**src/rtl/exc_entry_pkg.sv**
```systemverilog
package exc_entry_pkg;
  localparam int unsigned WORD_W = 32;

  typedef enum logic [1:0] {
    CAUSE_IRQ  = 2'd0,
    CAUSE_NMI  = 2'd1,
    CAUSE_BRK  = 2'd2,
    CAUSE_BFLT = 2'd3
  } cause_e;

  typedef enum logic [2:0] {
    ST_IDLE,
    ST_SAVE,
    ST_FETCH,
    ST_WAIT,
    ST_LOAD
  } state_e;

  // push the three-level mode stack held in the status word
  function automatic logic [WORD_W-1:0] mode_push(input logic [WORD_W-1:0] w);
    logic [WORD_W-1:0] t;
    t = (w << 12) >> 2;
    return ((w & 32'hC000_0000) | t) & ~32'h0000_03FF;
  endfunction
endpackage

```
**src/rtl/exc_accept.sv**
```systemverilog
module exc_accept
  import exc_entry_pkg::*;
#(
  parameter int unsigned VEC_W     = 8,
  parameter int unsigned VER_W     = 8,
  parameter int unsigned I_BIT     = 5,
  parameter int unsigned M_OLD_BIT = 9,
  parameter int unsigned M_NEW_BIT = 10,
  parameter int unsigned VER_SPLIT = 32
) (
  input  logic              clk_i,
  input  logic              rst_ni,
  input  logic              idle_i,
  input  logic              bflt_req_i,
  input  logic              brk_req_i,
  input  logic              nmi_req_i,
  input  logic              irq_req_i,
  input  logic              irq_lock_i,
  input  logic [VER_W-1:0]  version_i,
  input  logic [WORD_W-1:0] ccs_i,
  input  logic [VEC_W-1:0]  fault_vec_i,
  input  logic [VEC_W-1:0]  trap_vec_i,
  input  logic [VEC_W-1:0]  irq_vec_i,
  output logic              take_o,
  output cause_e            cause_o,
  output logic [VEC_W-1:0]  vec_o,
  output logic              m_new_o
);
  logic nmi_mask, nmi_ok, irq_ok;

  assign m_new_o  = (version_i >= VER_W'(VER_SPLIT));
  assign nmi_mask = m_new_o ? ccs_i[M_NEW_BIT] : ccs_i[M_OLD_BIT];
  assign nmi_ok   = nmi_req_i & nmi_mask;
  assign irq_ok   = irq_req_i & ccs_i[I_BIT] & ~irq_lock_i;
  assign take_o   = idle_i & (bflt_req_i | brk_req_i | nmi_ok | irq_ok);

  always_comb begin
    cause_o = CAUSE_IRQ;
    vec_o   = irq_vec_i;
    if (bflt_req_i) begin
      cause_o = CAUSE_BFLT;
      vec_o   = fault_vec_i;
    end else if (brk_req_i) begin
      cause_o = CAUSE_BRK;
      vec_o   = trap_vec_i;
    end else if (nmi_ok) begin
      cause_o = CAUSE_NMI;
      vec_o   = '0;
    end
  end


  take_idle_chk: assert property (@(posedge clk_i) disable iff (!rst_ni)
    take_o |-> idle_i);

  irq_gate_chk: assert property (@(posedge clk_i) disable iff (!rst_ni)
    (take_o && cause_o == CAUSE_IRQ) |-> (ccs_i[I_BIT] && !irq_lock_i));

  nmi_first_chk: assert property (@(posedge clk_i) disable iff (!rst_ni)
    (take_o && cause_o == CAUSE_IRQ) |-> !nmi_ok);
endmodule

```
**src/rtl/exc_ctx.sv**
```systemverilog
module exc_ctx
  import exc_entry_pkg::*;
#(
  parameter int unsigned VEC_W     = 8,
  parameter int unsigned DS_W      = 2,
  parameter int unsigned U_BIT     = 8,
  parameter int unsigned M_OLD_BIT = 9,
  parameter int unsigned M_NEW_BIT = 10
) (
  input  logic              clk_i,
  input  logic              rst_ni,
  input  logic              take_i,
  input  cause_e            cause_i,
  input  logic [VEC_W-1:0]  vec_i,
  input  logic              m_new_i,
  input  logic [WORD_W-1:0] pc_i,
  input  logic [WORD_W-1:0] ccs_i,
  input  logic [WORD_W-1:0] sp_i,
  input  logic [WORD_W-1:0] ksp_i,
  input  logic [WORD_W-1:0] ebp_i,
  input  logic [DS_W-1:0]   dslot_i,
  output cause_e            cause_o,
  output logic [WORD_W-1:0] ret_addr_o,
  output logic [WORD_W-1:0] exs_o,
  output logic [WORD_W-1:0] ccs_o,
  output logic              user_o,
  output logic [WORD_W-1:0] usp_o,
  output logic [WORD_W-1:0] ksp_o,
  output logic              dslot_hit_o,
  output logic [WORD_W-1:0] vec_addr_o
);
  localparam int unsigned IDX_W = 8;

  cause_e            cause_q;
  logic [VEC_W-1:0]  vec_q;
  logic              m_new_q;
  logic [WORD_W-1:0] pc_q, ccs_q, sp_q, ksp_q, ebp_q;
  logic [DS_W-1:0]   ds_q;
  logic [WORD_W-1:0] ccs_m;
  logic [IDX_W-1:0]  idx;

  always_ff @(posedge clk_i or negedge rst_ni) begin
    if (!rst_ni) begin
      cause_q <= CAUSE_IRQ;
      vec_q   <= '0;
      m_new_q <= 1'b0;
      pc_q    <= '0;
      ccs_q   <= '0;
      sp_q    <= '0;
      ksp_q   <= '0;
      ebp_q   <= '0;
      ds_q    <= '0;
    end else if (take_i) begin
      cause_q <= cause_i;
      vec_q   <= vec_i;
      m_new_q <= m_new_i;
      pc_q    <= pc_i;
      ccs_q   <= ccs_i;
      sp_q    <= sp_i;
      ksp_q   <= ksp_i;
      ebp_q   <= ebp_i;
      ds_q    <= dslot_i;
    end
  end

  always_comb begin
    ccs_m = ccs_q;
    if (cause_q == CAUSE_NMI) begin
      if (m_new_q) ccs_m[M_NEW_BIT] = 1'b0;
      else         ccs_m[M_OLD_BIT] = 1'b0;
    end
  end

  assign idx         = IDX_W'(vec_q);
  assign cause_o     = cause_q;
  assign ccs_o       = mode_push(ccs_m);
  assign ret_addr_o  = (cause_q == CAUSE_NMI) ? pc_q : pc_q - WORD_W'(ds_q);
  assign exs_o       = WORD_W'({idx, 8'h00});
  assign user_o      = ccs_q[U_BIT];
  assign usp_o       = sp_q;
  assign ksp_o       = ksp_q;
  assign dslot_hit_o = (ds_q != '0);
  assign vec_addr_o  = ebp_q + (WORD_W'(vec_q) << 2);
endmodule

```
**src/rtl/exc_fsm.sv**
```systemverilog
module exc_fsm
  import exc_entry_pkg::*;
(
  input  logic              clk_i,
  input  logic              rst_ni,
  input  logic              take_i,
  input  logic              rd_gnt_i,
  input  logic              rd_rvalid_i,
  input  logic [WORD_W-1:0] rd_rdata_i,
  output logic              idle_o,
  output logic              save_o,
  output logic              rd_req_o,
  output logic              done_o,
  output logic              busy_o,
  output logic [WORD_W-1:0] handler_o
);
  state_e            state_q, state_d;
  logic [WORD_W-1:0] handler_q;

  always_comb begin
    state_d = state_q;
    unique case (state_q)
      ST_IDLE:  if (take_i) state_d = ST_SAVE;
      ST_SAVE:  state_d = ST_FETCH;
      ST_FETCH: if (rd_gnt_i) state_d = ST_WAIT;
      ST_WAIT:  if (rd_rvalid_i) state_d = ST_LOAD;
      ST_LOAD:  state_d = ST_IDLE;
      default:  state_d = ST_IDLE;
    endcase
  end

  always_ff @(posedge clk_i or negedge rst_ni) begin
    if (!rst_ni) begin
      state_q   <= ST_IDLE;
      handler_q <= '0;
    end else begin
      state_q <= state_d;
      if (state_q == ST_WAIT && rd_rvalid_i) handler_q <= rd_rdata_i;
    end
  end

  assign idle_o    = (state_q == ST_IDLE);
  assign save_o    = (state_q == ST_SAVE);
  assign rd_req_o  = (state_q == ST_FETCH);
  assign done_o    = (state_q == ST_LOAD);
  assign busy_o    = !idle_o;
  assign handler_o = handler_q;


  done_pulse_chk: assert property (@(posedge clk_i) disable iff (!rst_ni)
    done_o |=> !done_o && !busy_o);

  req_hold_chk: assert property (@(posedge clk_i) disable iff (!rst_ni)
    (rd_req_o && !rd_gnt_i) |=> rd_req_o);

  load_from_wait_chk: assert property (@(posedge clk_i) disable iff (!rst_ni)
    $rose(done_o) |-> $past(rd_rvalid_i));
endmodule

```
**src/rtl/exc_entry_seq.sv**
```systemverilog
module exc_entry_seq
  import exc_entry_pkg::*;
#(
  parameter int unsigned VEC_W     = 8,
  parameter int unsigned VER_W     = 8,
  parameter int unsigned DS_W      = 2,
  parameter int unsigned I_BIT     = 5,
  parameter int unsigned U_BIT     = 8,
  parameter int unsigned M_OLD_BIT = 9,
  parameter int unsigned M_NEW_BIT = 10,
  parameter int unsigned VER_SPLIT = 32
) (
  input  logic              clk_i,
  input  logic              rst_ni,
  input  logic              bflt_req_i,
  input  logic              brk_req_i,
  input  logic              nmi_req_i,
  input  logic              irq_req_i,
  input  logic              irq_lock_i,
  input  logic [VER_W-1:0]  version_i,
  input  logic [VEC_W-1:0]  fault_vec_i,
  input  logic [VEC_W-1:0]  trap_vec_i,
  input  logic [VEC_W-1:0]  irq_vec_i,
  input  logic [WORD_W-1:0] pc_i,
  input  logic [WORD_W-1:0] ccs_i,
  input  logic [WORD_W-1:0] sp_i,
  input  logic [WORD_W-1:0] ksp_i,
  input  logic [WORD_W-1:0] ebp_i,
  input  logic [DS_W-1:0]   dslot_i,
  output logic              busy_o,
  output logic              done_o,
  output logic              erp_we_o,
  output logic              nrp_we_o,
  output logic [WORD_W-1:0] ret_addr_o,
  output logic              exs_we_o,
  output logic [WORD_W-1:0] exs_o,
  output logic              ccs_we_o,
  output logic [WORD_W-1:0] ccs_o,
  output logic              sp_we_o,
  output logic [WORD_W-1:0] sp_o,
  output logic              usp_we_o,
  output logic [WORD_W-1:0] usp_o,
  output logic              dslot_clr_o,
  output logic              rd_req_o,
  output logic [WORD_W-1:0] rd_addr_o,
  input  logic              rd_gnt_i,
  input  logic              rd_rvalid_i,
  input  logic [WORD_W-1:0] rd_rdata_i,
  output logic              pc_we_o,
  output logic [WORD_W-1:0] pc_o
);
  logic             idle, save, take, m_new, user, ds_hit;
  cause_e           acc_cause, cur_cause;
  logic [VEC_W-1:0] acc_vec;

  exc_accept #(
    .VEC_W(VEC_W), .VER_W(VER_W), .I_BIT(I_BIT),
    .M_OLD_BIT(M_OLD_BIT), .M_NEW_BIT(M_NEW_BIT), .VER_SPLIT(VER_SPLIT)
  ) i_accept (
    .clk_i, .rst_ni,
    .idle_i(idle),
    .bflt_req_i, .brk_req_i, .nmi_req_i, .irq_req_i, .irq_lock_i,
    .version_i, .ccs_i, .fault_vec_i, .trap_vec_i, .irq_vec_i,
    .take_o(take), .cause_o(acc_cause), .vec_o(acc_vec), .m_new_o(m_new)
  );

  exc_ctx #(
    .VEC_W(VEC_W), .DS_W(DS_W), .U_BIT(U_BIT),
    .M_OLD_BIT(M_OLD_BIT), .M_NEW_BIT(M_NEW_BIT)
  ) i_ctx (
    .clk_i, .rst_ni,
    .take_i(take), .cause_i(acc_cause), .vec_i(acc_vec), .m_new_i(m_new),
    .pc_i, .ccs_i, .sp_i, .ksp_i, .ebp_i, .dslot_i,
    .cause_o(cur_cause), .ret_addr_o, .exs_o, .ccs_o,
    .user_o(user), .usp_o, .ksp_o(sp_o), .dslot_hit_o(ds_hit),
    .vec_addr_o(rd_addr_o)
  );

  exc_fsm i_fsm (
    .clk_i, .rst_ni,
    .take_i(take), .rd_gnt_i, .rd_rvalid_i, .rd_rdata_i,
    .idle_o(idle), .save_o(save), .rd_req_o, .done_o, .busy_o,
    .handler_o(pc_o)
  );

  assign erp_we_o    = save & (cur_cause != CAUSE_NMI);
  assign nrp_we_o    = save & (cur_cause == CAUSE_NMI);
  assign exs_we_o    = save;
  assign ccs_we_o    = save;
  assign sp_we_o     = save & user;
  assign usp_we_o    = save & user;
  assign dslot_clr_o = save & ds_hit;
  assign pc_we_o     = done_o;


  one_writer_chk: assert property (@(posedge clk_i) disable iff (!rst_ni)
    $onehot0({erp_we_o, nrp_we_o, pc_we_o}));

  save_then_fetch_chk: assert property (@(posedge clk_i) disable iff (!rst_ni)
    (erp_we_o || nrp_we_o) |=> rd_req_o);

  addr_stable_chk: assert property (@(posedge clk_i) disable iff (!rst_ni)
    (rd_req_o && !rd_gnt_i) |=> $stable(rd_addr_o));

  ccs_low_clear_chk: assert property (@(posedge clk_i) disable iff (!rst_ni)
    ccs_we_o |-> (ccs_o[9:0] == 10'd0 && !ccs_o[U_BIT]));
endmodule

```
**config.mk**
```make
export PLATFORM = sky130hd
export DESIGN_NAME = exc_entry_seq
export DESIGN_NICKNAME = d
export VERILOG_FILES = /design/src/rtl/exc_entry_pkg.sv /design/src/rtl/exc_accept.sv /design/src/rtl/exc_ctx.sv /design/src/rtl/exc_fsm.sv /design/src/rtl/exc_entry_seq.sv
export SDC_FILE = /design/constraint.sdc
export NUM_CORES = 1
export LEC_CHECK = 0
export BUFFER_PORTS_ARGS = -buffer_cell sky130_fd_sc_hd__buf_2
export CAP_MARGIN = 25
export CORE_AREA = 2 2 184 186
export CTS_CLUSTER_DIAMETER = 80
export DETAILED_ROUTE_END_ITERATION = 10
export DIE_AREA = 0 0 186 188
export GPL_TIMING_DRIVEN = 0
export SYNTH_ARGS = -nofsm -noshare
export SYNTH_HDL_FRONTEND = slang
export SYNTH_HIERARCHICAL = 1
export SYNTH_SLANG_ARGS = --single-unit
```
**constraint.sdc**
```tcl
create_clock -name clk_i -period 2.8 [get_ports clk_i]
set_clock_uncertainty 0.05 [all_clocks]
set_input_delay 0.56 -clock clk_i [delete_from_list [all_inputs] [get_ports clk_i]]
set_output_delay 0.56 -clock clk_i [all_outputs]
set_load 0.1 [all_outputs]
```
==> summary.txt <==
Status
  – Outcome: complete, but fails checks
  – Violated checks: negative setup slack

Synthesis
  – Sequential-to-total area share from yosys stat: 0.516
  – Compound-Gate Fraction of Synth Area: 0.0360
  – Synthesis-stage register bit count: 198
  – YS warnings: 6
  – Post-synth EDFFs: 0
  – Simple-gate area share of the yosys netlist: 0.0781
  – Synth Area per Inst: 12.8 sq um
  – Synth Flop Type: dfrtp_1
  – Synth area leaders: dfrtp_1, mux2_2, buf_4
  – Synth top area share: 0.516
  – Dominant cell type by area after synthesis: dfrtp_1
  – Async set or reset register ratio after synthesis: 1.00
  – Post-synthesis cell type count: 56
  – Post-Synth Adder-Cell Area: 0.0172
  – Post-synthesis mux area share: 0.233
  – Syn Std Cell Area: 9600 sq um
  – XOR/XNOR share of the synthesized area: 0.0511
  – Post-Syn Instances: 749
  – Largest family of logic cells by synthesized area: multiplexers
  – Synth top cells by count: dfrtp_1, mux2_2, buf_4, xor2_1, nand2_1
  – Most common cell in the netlist: dfrtp_1

GRT
  – Vias in the first global route: 8037
  – Total global routing overflow: 0
  – Initial antenna violation count: 9
  – Largest net degree at the start of global routing: 87
  – Global-route wire length before repair: 47800 um
  – Global Route Usage Sum: 0.184

STA
  – Final Setup Violations: 48
  – Rel. slew slack: 0.548
  – Crit share post-route: 1.27
  – Minimum clock period: 3.56 ns
  – Pins Over Slew Limit: 0
  – Final worst-path setup slack: -0.762 ns
  – Unrepaired setup endpoints after global routing: yes
  – Fin Setup TNS: -20.93 ns
  – Max Freq: 281 MHz
  – Fin. Hold Viols: 0
  – Worst-margin pin slew: 0.678 ns

Place
  – Port bufs: 420
  – Post-DP HPWL: 23700 um
  – Dpl ws: -1.58 ns
  – Placed instance area: 14000 sq um
  – GP Congestion: 0.804

Flow run
  – Max Cap Viol: 0

Worst setup path
  – Crit-path cells: or4_4 -> or3_4 -> or4_4 -> nor4_4 -> xor2_4 -> buf_12
  – CP Buf/Inv Count: 1
  – Crit-path max FO: 6
  – Arr. time, crit path: 2.95 ns
  – CP most frequent cell: or4_4
  – Worst EP required: 2.19 ns
  – Critical Path Max Stage Delay: 0.52 ns
  – Critical path class: reg -> out
  – Kind of cell adding the most delay to the critical path: simple AND/OR/NAND/NOR gates
  – CP startpoint kind: flip-flop
  – CP endpoint kind: primary output
  – Slowest-stage cell, CP: dfrtp_2

Die
  – Die height: 188 um
  – Chip width: 186 um
  – Core Region: 33100 sq um
  – # rows: 67
  – Initial Util: 0.290
  – Ports: 470
  – Die area: 35000 sq um

Clock tree
  – TritonCTS Buffers: 17
  – Clock-pin slew on the worst setup and hold paths: 0.08 ns
  – Htree depth: 4
  – Clk sinks: 198
  – Clk Latency, worst-skew pair: 0.45 ns
  – Clock buffer depth: 2
  – Root Buffer: clkbuf_16
  – CTS tree: done

Worst hold path
  – Hold Path Class: in -> reg

Routing
  – Per-cell routed wire length: 18.4 um
  – Total Wirelength: 32400 um
  – DR iter-0 viols: 274
  – ANT nets after route: 0
  – Remaining DRCs: 0
  – Vias: 7798
  – Vias per cell: 4.44
  – Drt first pass iters: 4

Cells and area
  – Net count, final: 1541
  – Layout cells sized above 1: 0.753
  – Synthesis-to-finish area growth: 72.8%
  – Post-Layout Inst Area: 16600 sq um
==> cell families after synthesis <==
kind of cell / Yosys count
adders and majority gates: 12
buffers and inverters: 107
other: 1
muxes: 188
DFF: 198
and+or+nand+nor: 132
xor gates and xnor gates: 56
AOI/OAI and AO/OA: 55
==> sequential cells by signal, indices dropped and copies added, names as in the netlist <==
name	cells
i_ctx/cause_o	2
i_ctx/ccs_q	22
i_ctx/ds_q	2
i_ctx/ebp_q	32
i_ctx/idx	8
i_ctx/ksp_o	32
i_ctx/m_new_q	1
i_ctx/pc_q	32
i_ctx/usp_o	32
i_fsm/handler_o	32
i_fsm/state_q	3
==> layout by cell type (no fill, tap or decap), types with 5 or more instances in the layout <==
cell       count
conb_1        34
nor2_1         5
mux2_2       158
clkbuf_16     19
nor4_4        18
buf_4        109
xor2_4        36
buf_12        55
dfrtp_4        5
nand3_1        6
nor3_4        14
buf_8          8
buf_6         28
nand2_1       29
clkbuf_1      10
inv_1         13
a22oi_1        7
dfrtp_1      169
ha_4           8
dfrtp_2       24
a21oi_1        5
mux2_4        29
clkbuf_2       7
o21ai_0       16
buf_2        357
or4_4          5
xnor2_4       13
nor2_4         9
==> area by class of cell <==
type,instances,area [sq um]
Antenna cell,2,5.00
Buffer,88,647
Clock buffer,18,439
Clock inverter,13,159
Fill cell,2850,16500
Inverter,17,63.8
Multi-Input combinational cell,477,5990
Sequential cell,198,5000
Tap cell,448,561
Timing Repair Buffer,495,3720
==> timing repair <==
item,in CTS,in global routing
setup buffers,40,33
gates resized for setup,321,64
endpoints found under the setup margin,226,95
pin swaps,38,40
hold buffers,1,0
endpoints found under the hold margin,39,0
cloned,2,0
==> metal layers <==
| layer | up-vias | global-route usage | routed length [um] |
|---|---|---|---|
| met5 | - | 0 | 46 |
| met4 | 6 | 0.0584 | 681 |
| met3 | 46 | 0.0565 | 2300 |
| met2 | 293 | 0.335 | 17400 |
| met1 | 3842 | 0.203 | 11900 |
| li1 | 3611 | - | - |
==> through the flow <==
| step | utilization | instances | hold slack (ns) |
|---|---|---|---|
| global placement | 0.419 | 1650 | 0.434 |
| global route | 0.501 | 1755 | 0.245 |
| CTS | 0.487 | 1725 | 0.238 |
| finish | 0.501 | 1756 | 0.268 |
| floorplan | - | 782 | 0.214 |
| detailed placement | 0.421 | 1652 | 0.408 |
==> tightest hold or removal path, delay by kind of cell <==
family | cells | cell delay (ns)
buffers and inverters | 1 | 0.07
AOI/OAI and AO/OA | 1 | 0.06
and+or+nand+nor | 1 | 0.04
==> final timing paths <==
kind,start,endpoint,slack (ns),cells after the start
setup / recovery,i_ctx/pc_q[17]$_DFFE_PN0P_,ret_addr_o[31],-0.76,6
hold / removal,dslot_i[1],i_ctx/ds_q[1]$_DFFE_PN0P_,0.27,3
setup reg to reg,i_fsm/state_q[2]$_DFFE_PN0P_,i_ctx/pc_q[30]$_DFFE_PN0P_,0.20,7
hold reg to reg,i_ctx/usp_o[25]$_DFFE_PN0P_,i_ctx/usp_o[25]$_DFFE_PN0P_,0.45,1
max in group asynchronous,rst_ni,i_ctx/usp_o[24]$_DFFE_PN0P_,1.09,4
min in group asynchronous,rst_ni,i_ctx/idx[5]$_DFFE_PN0P_,0.53,2
Power is not shown: default switching activity piles up to over one toggle a cycle in this logic, so the estimate is an artifact.
